--- src/rtl/vpp_pkg.sv ---
// Shared definitions for the phase-offset PWM channel.
// Assumes: nothing beyond IEEE 1800-2017.
package vpp_pkg;
    typedef enum logic {
        TRIG_SELF = 1'b0,
        TRIG_HOST = 1'b1
    } trig_src_e;
endpackage

--- src/rtl/vpp_shadow.sv ---
// Pending and working copies of period, phase and width.
// cfg_wr captures the inputs into the pending set. load (cycle start)
// copies the pending set into the working set and picks master or own width.
// Assumes: load is a single-cycle strobe from the timebase.
module vpp_shadow #(
    parameter int unsigned CNT_W = 16
) (
    input  logic             clk,
    input  logic             rst_n,
    input  logic             cfg_wr,
    input  logic [CNT_W-1:0] per_in,
    input  logic [CNT_W-1:0] phase_in,
    input  logic [CNT_W-1:0] duty_in,
    input  logic             mdc_sel,
    input  logic [CNT_W-1:0] master_duty,
    input  logic             load,
    output logic [CNT_W-1:0] per_a,
    output logic [CNT_W-1:0] phase_a,
    output logic [CNT_W-1:0] duty_a
);
    logic [CNT_W-1:0] per_p, phase_p, duty_p;

    // Capture software values into the pending set.
    always_ff @(posedge clk) begin
        if (!rst_n) begin
            per_p   <= '0;
            phase_p <= '0;
            duty_p  <= '0;
        end else if (cfg_wr) begin
            per_p   <= per_in;
            phase_p <= phase_in;
            duty_p  <= duty_in;
        end
    end

    // Promote the pending set to the working set at cycle start.
    always_ff @(posedge clk) begin
        if (!rst_n) begin
            per_a   <= '0;
            phase_a <= '0;
            duty_a  <= '0;
        end else if (load) begin
            per_a   <= per_p;
            phase_a <= phase_p;
            duty_a  <= mdc_sel ? master_duty : duty_p;
        end
    end
endmodule

--- src/rtl/vpp_timebase.sv ---
// Cycle counter and start-of-cycle logic.
// Self mode restarts at the period; host mode stops at the period and
// waits for a trigger. A trigger is taken when idle or at the last count.
// Assumes: per_a changes only on the clock where start is high.
module vpp_timebase #(
    parameter int unsigned CNT_W = 16
) (
    input  logic             clk,
    input  logic             rst_n,
    input  logic             enable,
    input  logic             host_mode,
    input  logic             host_soc_in,
    input  logic [CNT_W-1:0] per_a,
    output logic [CNT_W-1:0] cnt_q,
    output logic             run_q,
    output logic             start,
    output logic             soc_out
);
    logic at_end;
    logic may_start;

    // Decide whether a new cycle begins on this clock.
    always_comb begin
        at_end    = run_q && (cnt_q == per_a);
        may_start = !run_q || at_end;
        start     = enable && may_start && (!host_mode || host_soc_in);
    end

    // Advance, restart or park the counter.
    always_ff @(posedge clk) begin
        if (!rst_n || !enable) begin
            cnt_q   <= '0;
            run_q   <= 1'b0;
            soc_out <= 1'b0;
        end else begin
            soc_out <= start;
            if (start) begin
                cnt_q <= '0;
                run_q <= 1'b1;
            end else if (at_end) begin
                cnt_q <= '0;
                run_q <= 1'b0;
            end else if (run_q) begin
                cnt_q <= cnt_q + 1'b1;
            end
        end
    end
endmodule

--- src/rtl/vpp_edge.sv ---
// Edge generation: high for phase <= count < phase+duty, cut at period.
// The output is registered, so it lags the counter by one clock.
// Assumes: working values are stable while run is high between starts.
module vpp_edge #(
    parameter int unsigned CNT_W = 16
) (
    input  logic             clk,
    input  logic             rst_n,
    input  logic             enable,
    input  logic             out_en,
    input  logic             run,
    input  logic [CNT_W-1:0] cnt,
    input  logic [CNT_W-1:0] per_a,
    input  logic [CNT_W-1:0] phase_a,
    input  logic [CNT_W-1:0] duty_a,
    output logic             pwm_out
);
    localparam int unsigned SUM_W = CNT_W + 1;

    logic [SUM_W-1:0] fall_pt;
    logic             in_pulse;

    // Compare the count against the derived rising and falling points.
    always_comb begin
        fall_pt  = {1'b0, phase_a} + {1'b0, duty_a};
        in_pulse = run && (cnt >= phase_a) && ({1'b0, cnt} < fall_pt)
                   && (cnt < per_a);
    end

    // Register the gated pulse onto the pin.
    always_ff @(posedge clk) begin
        if (!rst_n) pwm_out <= 1'b0;
        else        pwm_out <= enable && out_en && in_pulse;
    end
endmodule

--- src/rtl/vphase_pwm.sv ---
// Top of the phase-offset PWM channel: shadow registers, timebase, edges.
// Assumes: host_soc_in is synchronous to clk and one clock wide.
module vphase_pwm
    import vpp_pkg::*;
#(
    parameter int unsigned CNT_W = 16
) (
    input  logic             clk,
    input  logic             rst_n,
    input  logic             enable,
    input  logic             out_en,
    input  logic             trig_sel,
    input  logic             host_soc_in,
    input  logic             cfg_wr,
    input  logic [CNT_W-1:0] per_in,
    input  logic [CNT_W-1:0] phase_in,
    input  logic [CNT_W-1:0] duty_in,
    input  logic             mdc_sel,
    input  logic [CNT_W-1:0] master_duty,
    output logic             pwm_out,
    output logic             soc_out
);
    logic [CNT_W-1:0] per_a, phase_a, duty_a, cnt_q;
    logic             run_q, start, host_mode;

    // Decode the trigger source.
    always_comb host_mode = (trig_src_e'(trig_sel) == TRIG_HOST);

    vpp_shadow #(.CNT_W(CNT_W)) u_shadow (
        .clk(clk), .rst_n(rst_n), .cfg_wr(cfg_wr),
        .per_in(per_in), .phase_in(phase_in), .duty_in(duty_in),
        .mdc_sel(mdc_sel), .master_duty(master_duty), .load(start),
        .per_a(per_a), .phase_a(phase_a), .duty_a(duty_a)
    );

    vpp_timebase #(.CNT_W(CNT_W)) u_tb (
        .clk(clk), .rst_n(rst_n), .enable(enable), .host_mode(host_mode),
        .host_soc_in(host_soc_in), .per_a(per_a),
        .cnt_q(cnt_q), .run_q(run_q), .start(start), .soc_out(soc_out)
    );

    vpp_edge #(.CNT_W(CNT_W)) u_edge (
        .clk(clk), .rst_n(rst_n), .enable(enable), .out_en(out_en),
        .run(run_q), .cnt(cnt_q), .per_a(per_a), .phase_a(phase_a),
        .duty_a(duty_a), .pwm_out(pwm_out)
    );
endmodule

--- config.mk ---
export PLATFORM = sky130hd
export DESIGN_NAME = vphase_pwm
export DESIGN_NICKNAME = d
export VERILOG_FILES = /design/src/rtl/vpp_pkg.sv /design/src/rtl/vpp_shadow.sv /design/src/rtl/vpp_timebase.sv /design/src/rtl/vpp_edge.sv /design/src/rtl/vphase_pwm.sv
export SDC_FILE = /design/constraint.sdc
export NUM_CORES = 1
export LEC_CHECK = 0
export ABC_AREA = 0
export BUFFER_PORTS_ARGS = -buffer_cell sky130_fd_sc_hd__buf_2
export CAP_MARGIN = 25
export CORE_MARGIN = 5
export CORE_UTILIZATION = 50
export DETAILED_ROUTE_END_ITERATION = 16
export HOLD_SLACK_MARGIN = 0.02
export PLACE_DENSITY = 0.71
export SYNTH_ARGS = -nofsm -noshare
export SYNTH_HDL_FRONTEND = slang
export SYNTH_SLANG_ARGS = --single-unit
--- constraint.sdc ---
create_clock -name clk -period 5.2 [get_ports clk]
set_clock_uncertainty 0.05 [all_clocks]
set_input_delay 1.04 -clock clk [delete_from_list [all_inputs] [get_ports clk]]
set_output_delay 1.04 -clock clk [all_outputs]
set_load 0.005 [all_outputs]
After elaboration in Yosys (flattened, before gate mapping):

Index checks and enable logic that the tools add are counted.

* equal/unequal tests: 1
* order comparisons: 3
* muxes and demuxes: 3
* reduce and logical (&&, ||, !) cells: 17
* add/sub/neg operators: 2

Operators with widths (count)
* adder 16 x 16 -> 17 bit: 1
* less-than comparator 16 x 17 -> 1 bit: 1
* adder 16 x 1 -> 16 bit, second input constant: 1
* equality test 16 bit: 1
* greater-or-equal comparator 16 bit: 1
* less-than comparator 16 bit: 1
* two-way mux 16 bit: 1
* logical AND 1 bit: 8
* logical NOT 1 bit: 4
* logical OR 1 bit: 3
* OR reduction 3 bit: 1
* two-way mux 1 bit: 2
* nonzero test 2 bit: 1

* bits in registers: 115
* output and inout port bits: 2

Logic depth before layout (Yosys ltp):

* depth after elaboration: 6
* gate-level depth with buffers: 15

Modules after synthesis:

A second synthesis with hierarchy kept.

* cell total of the unflattened synthesis: 686
* area total of the unflattened synthesis: 6681.4 um2

By module, submodules not included
* vpp_shadow: cells each 329, times used 1, seq. area each 1921.8 um2, area an instance 3744.8 um2
* vpp_edge: cells each 240, times used 1, seq. area each 20.0 um2, area an instance 1858.0 um2
* vpp_timebase: cells each 117, times used 1, seq. area each 360.3 um2, area an instance 1078.5 um2

Least setup slack after synthesis:

No wires, ideal clock.

* path kind: register to register
* start point: reg u_shadow.phase_a[0]
* end point: reg u_edge.pwm_out
* setup slack: 1.779 ns
* library setup time: 0.096 ns
* buffers on the path: 0
* arrival time: 3.275 ns
* cell stages (with the launch flop): 16
* cell sequence: dfxtp_1 ha_1 fa_1 a21o_1 a41oi_1 a21boi_0 o31ai_1 nand3_1 o311a_1 ha_1 a211o_1 o211ai_1 a21oi_1 a2111oi_0 a311oi_1 nor4b_1

* longest elaborated chain between the ends: 5
* elaborated cells on any way between the ends: 7
* classes of those cells: add/sub (1); order compare (2); reduce/logical (4)

Ends and longest elaborated chain
* start: declaration: RTL line vpp_shadow.sv:18 `output logic [CNT_W-1:0] phase_a,`
* start signal: assignment: RTL line vpp_shadow.sv:44 `phase_a <= phase_p;`
* adder 16 x 16 -> 17 bit / greater-or-equal comparator 16 bit (equally long branches): RTL line vpp_edge.sv:25, vpp_edge.sv:26
* less-than comparator 16 x 17 -> 1 bit / logical AND 1 bit (equally long branches): RTL line vpp_edge.sv:26 `in_pulse = run && (cnt >= phase_a) && ({1'b0, cnt} < fall_pt)`
* logical AND 1 bit (*): RTL line vpp_edge.sv:26
* logical AND 1 bit (*): RTL line vpp_edge.sv:27 `&& (cnt < per_a);`
* logical AND 1 bit (*): RTL line vpp_edge.sv:33 `else pwm_out <= enable && out_en && in_pulse;`
* end signal: assignment: RTL line vpp_edge.sv:33
* end: declaration: RTL line vpp_edge.sv:16 `output logic pwm_out`

Every way passes the cells marked *; elsewhere a longest branch is shown, timed or not.
A chain may end at the register's enable or synchronous reset.

Worst setup path after layout:

* start point: reg u_shadow.phase_a[4]
* end point: reg u_edge.pwm_out

The elaborated chain is that of the path after synthesis.

==> impl_metrics.py <==
metrics = {
    "logic_synthesis": {
        "syn_avg_cell_area_um2": 9.118,
        "yosys.area.top_type": "dfxtp_1",
        "synth_nets": 825,
        "synth.distinct_cells": 48,
        "syn_area_um2": 6274,
        "synthTopCellsByArea": "dfxtp_1, ha_1, mux2i_1",
        "ys_ff_latch": 115,
        "synth_edf_count": 0,
        "synth_top_area_share_pct": 36.70,
        "synthArstFlopShare_pct": 0,
        "yosys_warnings": 0,
        "seq_area_frac_synth_pct": 36.70,
        "ys.flop_type": "dfxtp_1",
        "synthCells": 688,
    },
    "sta": {
        "fin_crit_sh_pct": 76.00,
        "worst_slew_pin_slew_ns": 0.8177,
        "rsz0062_at_grt": "false",
        "slew_headroom_pct": 45.49,
        "setup_viol": 0,
        "fin_crit_ns": 3.952,
        "hold_violations": 0,
        "max_freq_ghz": 0.2530,
        "slew_violations": 0,
        "holdWs_ns": 0.4061,
        "tns_ns": 0,
        "timing.final.ws_setup_ns": 1.248,
    },
    "final_layout": {
        "final_cell_mix": "dfxtp_1, nand2_1, buf_2, mux2i_1, ha_1",
        "final_cells": 938,
        "layout_commonest_cell": "dfxtp_1",
        "areaGrowthSynthToFinish_pct": 17.55,
        "fin_nets": 890,
        "drive_above_1_share_pct": 14.62,
        "antennaDiodeCount": 0,
    },
    "grt": {
        "gr-total-overflow": 0,
        "grt_max_degree": 98,
        "grt_pass1_wl_um": 23400,
        "antenna_found_initial": 0,
        "grt_pass1_vias": 4982,
        "grt_usage_pct": 19.51,
    },
    "power": {
        "leakage_uw": 0.003420,
        "powerDensity_nw_per_um2": 327.3,
        "p_total_uw": 2414,
        "peakVddDrop_v": 0.0001975,
    },
    "setup_path": {
        "worst_ep_required_time_ns": 5.45,
        "path_buf_inv": 0,
        "setup.worst_path.class": "reg -> reg",
        "cp_slowest_stage_delay_ns": 0.57,
        "cp_top_family": "compound AO/OA/AOI/OAI gates",
        "path_cells": "ha_1 -> a21o_1 -> a31oi_1 -> o21ai_0 -> a21oi_1 -> xor2_1 -> ha_1 -> and4_1 -> a2111oi_0 -> o31ai_1 -> a2111oi_0 -> a311oi_1 -> nor4b_1",
        "crit_fanout": 6,
        "cp.arrival_ns": 4.20,
        "startpoint_type": "flip-flop",
        "cp_slowest_cell": "o21ai_0",
        "setup.worst_path.end_class": "flip-flop",
    },
    "cts": {
        "cts_sinks": 115,
        "clock_latency_ns": 0.41,
        "post_cts_buffers": 0,
        "cts_tree": "yes",
        "numCtsBuffers": 17,
        "ctsRootBufferMaster": "clkbuf_16",
        "cts_buffer_depth": 2,
        "htree_levels": 4,
        "path_clk_slew_ns": 0.05,
        "postCtsResizedCells": 0,
        "cts_hold_buffers": 0,
    },
    "routing": {
        "firstDrtPassIters": 5,
        "post_drt_wl_per_cell_um": 14.96,
        "routed_wl_um": 14030,
        "drc": 0,
        "viasPerCell": 5.312,
        "drtIter0Drc": 347,
        "ant_nets": 0,
        "vias": 4983,
    },
    "die": {
        "pin_count": 74,
        "start_util_pct": 50.33,
        "core_area_um2": 12470,
        "die_y_um": 122.0,
        "die_width_um": 122.0,
        "num_rows": 41,
        "die_area_um2": 14890,
    },
    "worst_hold_path": {
        "hold_class": "reg -> reg",
    },
    "place": {
        "place_congestion": 0.8515,
        "dpl.hpwl_um": 10460,
        "port_buffers": 73,
        "place_ws_ns": 1.375,
        "dp_cells": 906,
    },
    "flow_run": {
        "maxCapViolations": 0,
    },
    "status": {
        "status": "complete, no violations",
    },
}
cell usage after synthesis, types with 7 or more instances:
cell / n
o211a_1: 16
o21ai_0: 12
a21boi_0: 33
nand3_1: 10
nor2_1: 29
a21o_1: 10
dfxtp_1: 115
ha_1: 64
nand2_1: 98
nand4_1: 13
clkbuf_1: 22
mux2i_1: 65
xnor2_1: 9
a21oi_1: 22
buf_2: 7
nor2b_1: 54
inv_1: 36
xor2_1: 16
final timing paths:
check / endpoint / depth (start not counted) / slack (ns) / startpoint
setup / recovery: u_edge.pwm_out$_SDFF_PN0_ / 13 / 1.25 / u_shadow.phase_a[4]$_SDFFE_PN0P_
hold / removal: u_shadow.phase_a[14]$_SDFFE_PN0P_ / 2 / 0.41 / u_shadow.phase_p[14]$_SDFFE_PN0P_
hold reg to reg: u_shadow.phase_a[14]$_SDFFE_PN0P_ / 2 / 0.41 / u_shadow.phase_p[14]$_SDFFE_PN0P_
setup reg to reg: u_edge.pwm_out$_SDFF_PN0_ / 13 / 1.25 / u_shadow.phase_a[4]$_SDFFE_PN0P_
power breakdown:
group	internal [uW]	leakage (uW)	switching, uW	total (uW)
clock network	801	0.000303	394	1200
logic	122	0.00218	141	263
registers	926	0.000942	29.9	956
tightest hold or removal path, stage by stage, from the launching register on:
cell and delay [ns]:
dfxtp_1 0.31, nand2_1 0.05, a21boi_1 0.05
flip-flops by register name, indices dropped and copies added (netlist names):
| name | cells |
|---|---|
| u_shadow.per_a | 16 |
| u_tb.run_q | 1 |
| u_tb.soc_out | 1 |
| u_edge.pwm_out | 1 |
| u_shadow.per_p | 16 |
| u_shadow.duty_p | 16 |
| u_shadow.phase_a | 16 |
| u_tb.cnt_q | 16 |
| u_shadow.phase_p | 16 |
| u_shadow.duty_a | 16 |
metrics by stage:
step	cell area [um2]	util, %
floorplan	6274	-
global placement	6760	54.23
detailed placement	6760	54.23
CTS	7375	59.16
global route	7375	59.16
finish	7375	59.16
layer usage:
metal / wire length (um) / track usage (%)
met3: 640 / 4.318
met5: 0 / 0
met1: 6518 / 25.84
met4: 204 / 6.303
met2: 6666 / 31.70
cell families (layout without fill, tap and decap cells):
kind of cell,after synthesis,after routing,synth area share [%]
simple gates,225,225,17.43
compound gates,126,126,14.78
flops,115,115,36.70
buf+inv,67,145,4.148
fa+ha+maj,65,65,13.08
mux,65,65,10.37
xor+xnor,25,25,3.490
final cells by class:
type	count	area, um2
Fill cell	1078	5091
Multi-Input combinational cell	506	3712
Sequential cell	115	2302
Clock buffer	23	488.0
Timing Repair Buffer	77	395.4
Tap cell	172	215.2
Inverter	36	135.1
Clock inverter	9	126.4
Power figures use the tool's default switching activity.
